File: src/rtl/usb_sof_pkg.sv
package usb_sof_pkg;
  localparam int TRIM_W     = 6;
  localparam int REG_W      = 8;
  localparam int RSVD_W     = REG_W - TRIM_W;
  localparam int STEP_SHIFT = 4;
  localparam int DEF_BASE   = 59488;
  localparam int DEF_TRIM   = 32;

  typedef logic [TRIM_W-1:0] trim_t;
  typedef logic [REG_W-1:0]  reg_t;
endpackage

File: src/rtl/sof_trim_reg.sv
module sof_trim_reg
  import usb_sof_pkg::*;
#(
  parameter int TRIM_RST = DEF_TRIM
) (
  input  logic  clk,
  input  logic  aon_rst_n,
  input  logic  halted,
  input  logic  reg_sel,
  input  logic  reg_we,
  input  reg_t  reg_wdata,
  output reg_t  reg_rdata,
  output trim_t trim_o
);
  trim_t trim_q;
  logic  wr_ok;

  assign wr_ok = reg_sel && reg_we && halted;

  always_ff @(posedge clk or negedge aon_rst_n) begin
    if (!aon_rst_n)  trim_q <= TRIM_RST[TRIM_W-1:0];
    else if (wr_ok)  trim_q <= reg_wdata[TRIM_W-1:0];
  end

  assign reg_rdata = reg_sel ? {{RSVD_W{1'b0}}, trim_q} : '0;
  assign trim_o    = trim_q;

  // trim value may only move while the controller is halted
  assert_frozen_run_R5: assert property (@(posedge clk) disable iff (!aon_rst_n)
    !halted |=> $stable(trim_q));
  assert_write_lands_R8: assert property (@(posedge clk) disable iff (!aon_rst_n)
    (reg_sel && reg_we && halted) |=> (trim_o == $past(reg_wdata[TRIM_W-1:0])));
endmodule

File: src/rtl/sof_len_calc.sv
module sof_len_calc
  import usb_sof_pkg::*;
#(
  parameter int BASE_LEN = DEF_BASE,
  parameter int CNT_W    = 16
) (
  input  trim_t            trim_i,
  output logic [CNT_W-1:0] last_o
);
  localparam int MAX_LEN = BASE_LEN + ((2**TRIM_W - 1) << STEP_SHIFT);

  generate
    if (MAX_LEN > 2**CNT_W) begin : g_bad_width
      $error("counter width too small for longest microframe");
    end
  endgenerate

  assign last_o = CNT_W'(BASE_LEN - 1) + (CNT_W'(trim_i) << STEP_SHIFT);
endmodule

File: src/rtl/sof_frame_ctr.sv
module sof_frame_ctr #(
  parameter int CNT_W = 16,
  parameter int IDX_W = 14
) (
  input  logic             clk,
  input  logic             core_rst_n,
  input  logic             halted,
  input  logic [CNT_W-1:0] last_i,
  output logic             sof_o,
  output logic [IDX_W-1:0] idx_o
);
  logic [CNT_W-1:0] cnt_q;
  logic             wrap;

  assign wrap = (cnt_q == last_i);

  always_ff @(posedge clk or negedge core_rst_n) begin
    if (!core_rst_n) begin
      cnt_q <= '0;
      sof_o <= 1'b0;
      idx_o <= '0;
    end else if (halted) begin
      cnt_q <= '0;
      sof_o <= 1'b0;
    end else if (wrap) begin
      cnt_q <= '0;
      sof_o <= 1'b1;
      idx_o <= idx_o + IDX_W'(1);
    end else begin
      cnt_q <= cnt_q + CNT_W'(1);
      sof_o <= 1'b0;
    end
  end

  assert_cnt_bound_R1: assert property (@(posedge clk) disable iff (!core_rst_n)
    cnt_q <= last_i);
  assert_halt_idle_R6: assert property (@(posedge clk) disable iff (!core_rst_n)
    halted |=> (cnt_q == '0 && !sof_o && $stable(idx_o)));
  assert_sof_single_R7: assert property (@(posedge clk) disable iff (!core_rst_n)
    sof_o |=> !sof_o);
  assert_idx_step_R7: assert property (@(posedge clk) disable iff (!core_rst_n)
    $rose(sof_o) |-> (idx_o == $past(idx_o) + IDX_W'(1)));
  assert_sof_wraps_R1: assert property (@(posedge clk) disable iff (!core_rst_n)
    sof_o |-> (cnt_q == '0));
endmodule

File: src/rtl/usb_sof_timer.sv
module usb_sof_timer
  import usb_sof_pkg::*;
#(
  parameter int BASE_LEN = DEF_BASE,
  parameter int TRIM_RST = DEF_TRIM,
  parameter int CNT_W    = 16,
  parameter int IDX_W    = 14
) (
  input  logic             clk,
  input  logic             core_rst_n,
  input  logic             aon_rst_n,
  input  logic             halted,
  input  logic             reg_sel,
  input  logic             reg_we,
  input  logic [7:0]       reg_wdata,
  output logic [7:0]       reg_rdata,
  output logic             sof_pulse,
  output logic [IDX_W-1:0] uframe_idx
);
  trim_t            trim;
  logic [CNT_W-1:0] last;

  sof_trim_reg #(.TRIM_RST(TRIM_RST)) u_reg (
    .clk       (clk),
    .aon_rst_n (aon_rst_n),
    .halted    (halted),
    .reg_sel   (reg_sel),
    .reg_we    (reg_we),
    .reg_wdata (reg_wdata),
    .reg_rdata (reg_rdata),
    .trim_o    (trim)
  );

  sof_len_calc #(.BASE_LEN(BASE_LEN), .CNT_W(CNT_W)) u_len (
    .trim_i (trim),
    .last_o (last)
  );

  sof_frame_ctr #(.CNT_W(CNT_W), .IDX_W(IDX_W)) u_ctr (
    .clk        (clk),
    .core_rst_n (core_rst_n),
    .halted     (halted),
    .last_i     (last),
    .sof_o      (sof_pulse),
    .idx_o      (uframe_idx)
  );

  assert_rsvd_zero_R2: assert property (@(posedge clk) disable iff (!aon_rst_n)
    reg_rdata[7:6] == 2'b00);
endmodule

File: config.mk
export PLATFORM = sky130hd
export DESIGN_NAME = usb_sof_timer
export DESIGN_NICKNAME = d
export VERILOG_FILES = /design/src/rtl/usb_sof_pkg.sv /design/src/rtl/sof_trim_reg.sv /design/src/rtl/sof_len_calc.sv /design/src/rtl/sof_frame_ctr.sv /design/src/rtl/usb_sof_timer.sv
export SDC_FILE = /design/constraint.sdc
export NUM_CORES = 1
export LEC_CHECK = 0
export ABC_CLOCK_PERIOD_IN_PS = 6600
export BUFFER_PORTS_ARGS = -buffer_cell sky130_fd_sc_hd__buf_2
export CAP_MARGIN = 20
export CORE_MARGIN = 5
export CORE_UTILIZATION = 60
export CTS_CLUSTER_DIAMETER = 60
export DETAILED_ROUTE_END_ITERATION = 8
export HOLD_SLACK_MARGIN = 0.12
export PLACE_DENSITY = 0.89
export SLEW_MARGIN = 20
export SYNTH_ARGS = -nofsm -noshare
export SYNTH_HDL_FRONTEND = slang
export SYNTH_SLANG_ARGS = --single-unit
File: constraint.sdc
create_clock -name clk -period 6.6 [get_ports clk]
set_clock_uncertainty 0.2 [all_clocks]
set_input_delay 0 -clock clk [delete_from_list [all_inputs] [get_ports clk]]
set_output_delay 0 -clock clk [all_outputs]
set_load 0.005 [all_outputs]
==> qor.csv, run 1 <==
metric,value,unit
cp-end-kind,register,
crit_path_cell_trace,ha_1 > xor2_1 > nor4_2 > o211ai_2 > o31ai_4 > nor2_1,
max_freq,0.3209,GHz
tightestPinTransition,1.124,ns
vias,1630,
worst_path_max_delay_cell,o31ai_4,
htree_levels,2,
critPathLaunch,u_reg.trim_o[0],
synth_enable_flop_cells,0,
grt_pass1_wl,8.183,mm
synthAdderAreaFrac,0.01774,
hold_path_class,in -> out,
clock_sinks,37,
synth_xor_area_frac,0.1366,
nets,254,
yosys_warnings,0,
die_w,69.38,µm
crit_type,reg -> reg,
fill_cells,238,
row_count,21,
ir_drop,200.1,µV
cap_viol_max_count,0,
routed_wl,4.858,mm
synth_area,2116,µm²
antenna_found_initial,0,
status,"complete, no violations",
cts-root-buf,clkbuf_4,
power,548.5,µW
grt_use_met1,0.2168,
p_leak,1.205,nW
finalCriticalPeriod,3.117,ns
first_global_vias,1716,
grt_max_degree,32,
vias_per_cell,5.739,
synth-compound-area-share,0.04435,
r2r_cells,6,
drc,0,
rsz0062_at_grt,false,
cts_tree,built,
gr-usage-met2,0.3877,
cts_buffer_depth,2,
postRouteAntennaNets,0,
p_per_area,214.1,nW/µm²
crit_required,6.64,ns
clk_pin_slew,0.13,ns
area.growth.synth_to_final,21.05,%
cpPeakStageDelay,0.70,ns
cts_setup_buffers,0,
core,3363,µm²
yosysSeqAreaShare,0.4382,
post_synth.cell_area_avg,11.44,µm²
final_max_slew_viol_count,0,
globalplace.congestion,0.7688,
cts_inserted_buffers,5,
setup_viol,0,
initial_core_util,0.6291,
grtUsageMet3,0.08551,
yosys-mux-area-fraction,0.04199,
wire_per_inst,17.11,µm
drive_gt1_frac,0.2983,
final.setup.tns,0,ns
reg2reg_to,u_ctr.cnt_q[11],
first_pass_iters,4,
grt.total_usage,0.2166,
synth_top_family_by_area,simple AND/OR/NAND/NOR gates,
portBuffers,32,
hold_viol,0,
clk_latency,0.37,ns
worstPathArrival,3.15,ns
ys_ff_latch,37,
r2r_slack,3.48,ns
die_area,4814,µm²
crit_path_end,u_ctr.cnt_q[11],
synthCells,185,
post-route-period-util,0.4722,
die_h,69.38,µm
crit_path_max_fanout,14,
r2r-start,u_reg.trim_o[0],
gr-max-usage-layer,met2,
initialDrtViolationCount,120,
ios,37,
async_flop_share,1.000,
startpoint_type,register,
dpl.hpwl,2.941,mm
synthDistinctLibCells,42,
ys.flop_type,dfrtp_1,
overflow,0,
synthSimpleGateAreaFrac,0.2774,
n_antenna_cell,0,
maxSlewHeadroom,0.2485,
[worst max-delay path: cells and delay by family, from the launching register on]
kind	cells	cell delay, ns
xor gates and xnor gates	1	0.18
adders and majority gates	1	0.37
AOI/OAI and AO/OA	2	1.22
and+or+nand+nor	2	0.52
DFF	1	0.48
[area by class of cell]
type / instances / area (µm²) / share of cell area
Multi-Input combinational cell: 137 / 1111 / 0.4338
Sequential cell: 37 / 927.1 / 0.3620
Timing Repair Buffer: 51 / 357.8 / 0.1397
Tap cell: 46 / 57.56 / 0.02247
Clock buffer: 6 / 51.30 / 0.02003
Clock inverter: 2 / 37.54 / 0.01466
Inverter: 5 / 18.77 / 0.007328
[cells by family after synthesis]
kind of cell    after synthesis
other cells                   1
simple gates                 83
fa+ha+maj                     3
buf+inv                      12
xor+xnor                     33
flops                        37
compound gates                8
mux                           8
[how the worst min path moves through the flow]
stage                from         endpoint  slack [ns]  cells after the start
4_1_cts           reg_sel     reg_rdata[0]        0.15                      3
3_3_place_gp    aon_rst_n  u_reg.trim_o[2]       -0.38                      1
5_1_grt           reg_sel     reg_rdata[1]        0.16                      3
6_report          reg_sel     reg_rdata[1]        0.14                      3
2_1_floorplan  core_rst_n   u_ctr.cnt_q[0]       -0.50                      0
3_5_place_dp    aon_rst_n  u_reg.trim_o[1]       -0.37                      1
[Yosys cell counts (3+ instances only)]
master	number	area, µm²
and2_1	6	37.54
and3_1	3	18.77
buf_4	3	22.52
dfrtp_1	36	900.9
ha_1	3	37.54
inv_1	5	18.77
mux2_2	6	67.56
nand2_1	7	26.28
nand3_1	13	65.06
nand4_1	4	25.02
nand4b_1	3	26.28
nor2_1	19	71.32
nor3_1	3	15.01
nor4_2	8	100.1
nor4_4	3	63.81
nor4b_1	3	26.28
xnor2_1	8	70.07
xor2_1	25	219.0
[power by group]
part	leakage (nW)	total, mW	switching (mW)	internal (mW)
registers	0.493	0.253	0.0170	0.236
logic	0.667	0.122	0.0684	0.0534
clock network	0.0445	0.174	0.0836	0.0900
[cells in the final DEF, fill, tap and decap left out, types with 2 or more instances in the layout]
cell,n
nand2b_1,2
nor4_2,8
nor4b_1,3
clkbuf_4,5
dlygate4sd3_1,17
nor2_1,19
dfrtp_1,36
xor2_1,25
and2_1,6
xnor2_1,8
buf_2,32
nand3_1,13
nand4_1,4
nand2_1,7
conb_1,2
nor4_4,3
mux2_2,6
ha_1,3
inv_1,5
and3_1,3
nand4b_1,3
and4_1,2
nor3_1,3
[routing by layer]
metal,wire length [µm],vias up
met3,306,19
li1,-,747
met2,2609,60
met1,1753,804
met5,0,-
met4,189,0
[sequential cells by signal, indices dropped and copies added, names as in the netlist]
name / flops
u_ctr.cnt_q: 16
u_ctr.idx_o: 14
u_ctr.sof_o: 1
u_reg.trim_o: 6
[through the flow]
step | setup slack [ns] | cells | instance area [µm²] | hold slack [ns] | utilization
final | 3.483 | 284 | 2561 | 0.1436 | 0.7615
after global routing | 3.339 | 284 | 2561 | 0.1624 | 0.7615
after CTS | 3.750 | 284 | 2561 | 0.1459 | 0.7615
after detailed placement | 3.766 | 258 | 2282 | -0.3725 | 0.6786
after global placement | 3.848 | 258 | 2282 | -0.3754 | 0.6786
after floorplan | 4.381 | 186 | 2120 | -0.4956 | -
[repair_timing]
item	4_1_cts	5_1_grt
hold endpoints to repair	64	0
resized for setup	0	0
hold buffers	18	0
Power figures use the tool's default switching activity.
==> inputs of run 2 (changes only) <==
ABC_CLOCK_PERIOD_IN_PS = 3200   (was 6600)
CORE_UTILIZATION = 55   (was 60)
PLACE_DENSITY = 0.83   (was 0.89)
clock period = 3.2 ns   (was 6.6 ns; I/O delays follow)
==> qor.csv, run 2 (same netlist as run 1, synthesis figures left out) <==
metric,value,unit,change
crit_type,reg -> reg,,
wire_per_inst,15.30,µm,-11%
crit_path_max_fanout,9,,-5
tightestPinTransition,0.8312,ns,-0.2927 ns
r2r-start,u_reg.trim_o[0],,
cts_buffer_depth,2,,unchanged
largest_reg_flops,16,,unchanged
reg2reg_to,u_ctr.idx_o[7],,
gr-max-usage-layer,met2,,
initial_core_util,0.5736,,-0.05548
first_pass_iters,4,,unchanged
globalplace.congestion,0.7603,,-1.1%
mostFrequentLayoutCells,"dfrtp_1, buf_2, xor2_1",,
r2r_slack,0.57,ns,-2.91 ns
regMostFlops,u_ctr.cnt_q,,
max_freq,0.3808,GHz,+19%
p_per_area,437.5,nW/µm²,+100%
drive_gt1_frac,0.3042,,+0.005847
dpl.hpwl,2.859,mm,-2.8%
first_global_vias,1575,,-8.2%
n_antenna_cell,0,,unchanged
vias,1538,,-5.6%
initialDrtViolationCount,75,,-38%
drc,0,,unchanged
grt.total_usage,0.1841,,-0.03247
portBuffers,32,,unchanged
nets,256,,+0.79%
maxSlewHeadroom,0.4428,,+0.1943
worstPathArrival,2.60,ns,-0.55 ns
grt_pass1_wl,7.327,mm,-10%
die_w,72.03,µm,+3.8%
antenna_found_initial,0,,unchanged
status,"complete, no violations",,
core,3689,µm²,+9.7%
rsz0062_at_grt,false,,
overflow,0,,unchanged
p_leak,1.223,nW,+1.5%
final.setup.tns,0,ns,unchanged
grt_max_degree,32,,unchanged
cap_viol_max_count,0,,unchanged
hold_path_class,in -> out,,
crit_required,3.17,ns,-3.47 ns
routed_wl,4.407,mm,-9.3%
cp-end-kind,register,,
htree_levels,2,,unchanged
r2r_cells,7,,+1
die_area,5188,µm²,+7.8%
whs_endpoint,reg_rdata[0],,
cts-root-buf,clkbuf_8,,
ir_drop,346.2,µV,+73%
hold_viol,0,,unchanged
clk_pin_slew,0.07,ns,-0.06 ns
post_cts_resize_count,0,,unchanged
cts_inserted_buffers,5,,unchanged
worst_hold_path.num_cells,3,,unchanged
vias_per_cell,5.340,,-7.0%
area.growth.synth_to_final,22.47,%,
final_max_slew_viol_count,0,,unchanged
grtUsageMet3,0.06094,,-0.02457
final_common_cell,dfrtp_1,,
startpoint_type,register,,
post-route-period-util,0.8207,,+0.3485
cts_tree,built,,
die_h,72.03,µm,+3.8%
row_count,22,,+4.8%
power,1.134,mW,+110%
clk_latency,0.30,ns,-0.07 ns
postRouteAntennaNets,0,,unchanged
clock_sinks,37,,unchanged
gr-usage-met2,0.3184,,-0.06934
grt_use_met1,0.2113,,-0.005472
min_from,reg_sel,,
finalCriticalPeriod,2.626,ns,-0.4904 ns
ios,37,,unchanged
setup_viol,0,,unchanged
-- run 2: timing repair --
action,CTS,global route
endpoints found under the setup margin,0,0
hold endpoints to repair,63,0
setup buffers,0,0
hold buffers,18,0
-- run 2: final cells by class --
| cell class | instances | area, µm² |
|---|---|---|
| Tap cell | 48 | 60.06 |
| Multi-Input combinational cell | 137 | 1111 |
| Fill cell | 280 | 1097 |
| Inverter | 5 | 18.77 |
| Clock inverter | 1 | 5.005 |
| Timing Repair Buffer | 53 | 372.9 |
| Clock buffer | 7 | 96.34 |
| Sequential cell | 37 | 927.1 |
-- run 2: how the worst max path moves through the flow --
| stage | start | to | cells after the start |
|---|---|---|---|
| 2_1_floorplan | u_ctr.cnt_q[8] | u_ctr.idx_o[1] | 6 |
| 3_5_place_dp | u_reg.trim_o[0] | u_ctr.idx_o[7] | 7 |
| 6_report | u_reg.trim_o[0] | u_ctr.idx_o[7] | 7 |
| 4_1_cts | u_reg.trim_o[0] | u_ctr.idx_o[7] | 7 |
| 3_3_place_gp | u_reg.trim_o[0] | u_ctr.idx_o[7] | 7 |
| 5_1_grt | u_reg.trim_o[0] | u_ctr.idx_o[7] | 7 |
-- run 2: through the flow --
stage / area, µm² / setup WS, ns / std cells / util / hold slack, ns
floorplan: 2120 / 0.9812 / 186 / - / -0.4956
finish: 2591 / 0.5739 / 288 / 0.7025 / 0.1662
CTS: 2591 / 0.5536 / 288 / 0.7025 / 0.1678
global placement: 2300 / 0.6485 / 262 / 0.6235 / -0.3743
global route: 2591 / 0.4252 / 288 / 0.7025 / 0.2021
detailed placement: 2300 / 0.5670 / 262 / 0.6235 / -0.3731
-- run 2: report_power, final --
part           switching, mW  internal [mW]  total, mW  leakage (nW)
Sequential            0.0314          0.487      0.519         0.493
Clock                  0.173          0.195      0.367        0.0542
Combinational          0.134          0.114      0.248         0.676
-- run 2: critical path, cell delays in order (launching register included) --
cell and delay (ns):
dfrtp_1 0.44, ha_1 0.28, o21ai_4 0.19, nor4b_1 0.08
nor3_2 0.71, buf_4 0.33, nor4b_1 0.09, xor2_1 0.18
-- run 2: routing by layer --
| metal | part of all wire | vias to the layer above |
|---|---|---|
| met4 | 0.015 | 0 |
| met2 | 0.52 | 36 |
| met3 | 0.059 | 7 |
| met1 | 0.41 | 747 |
| met5 | 0 | - |
| li1 | - | 748 |
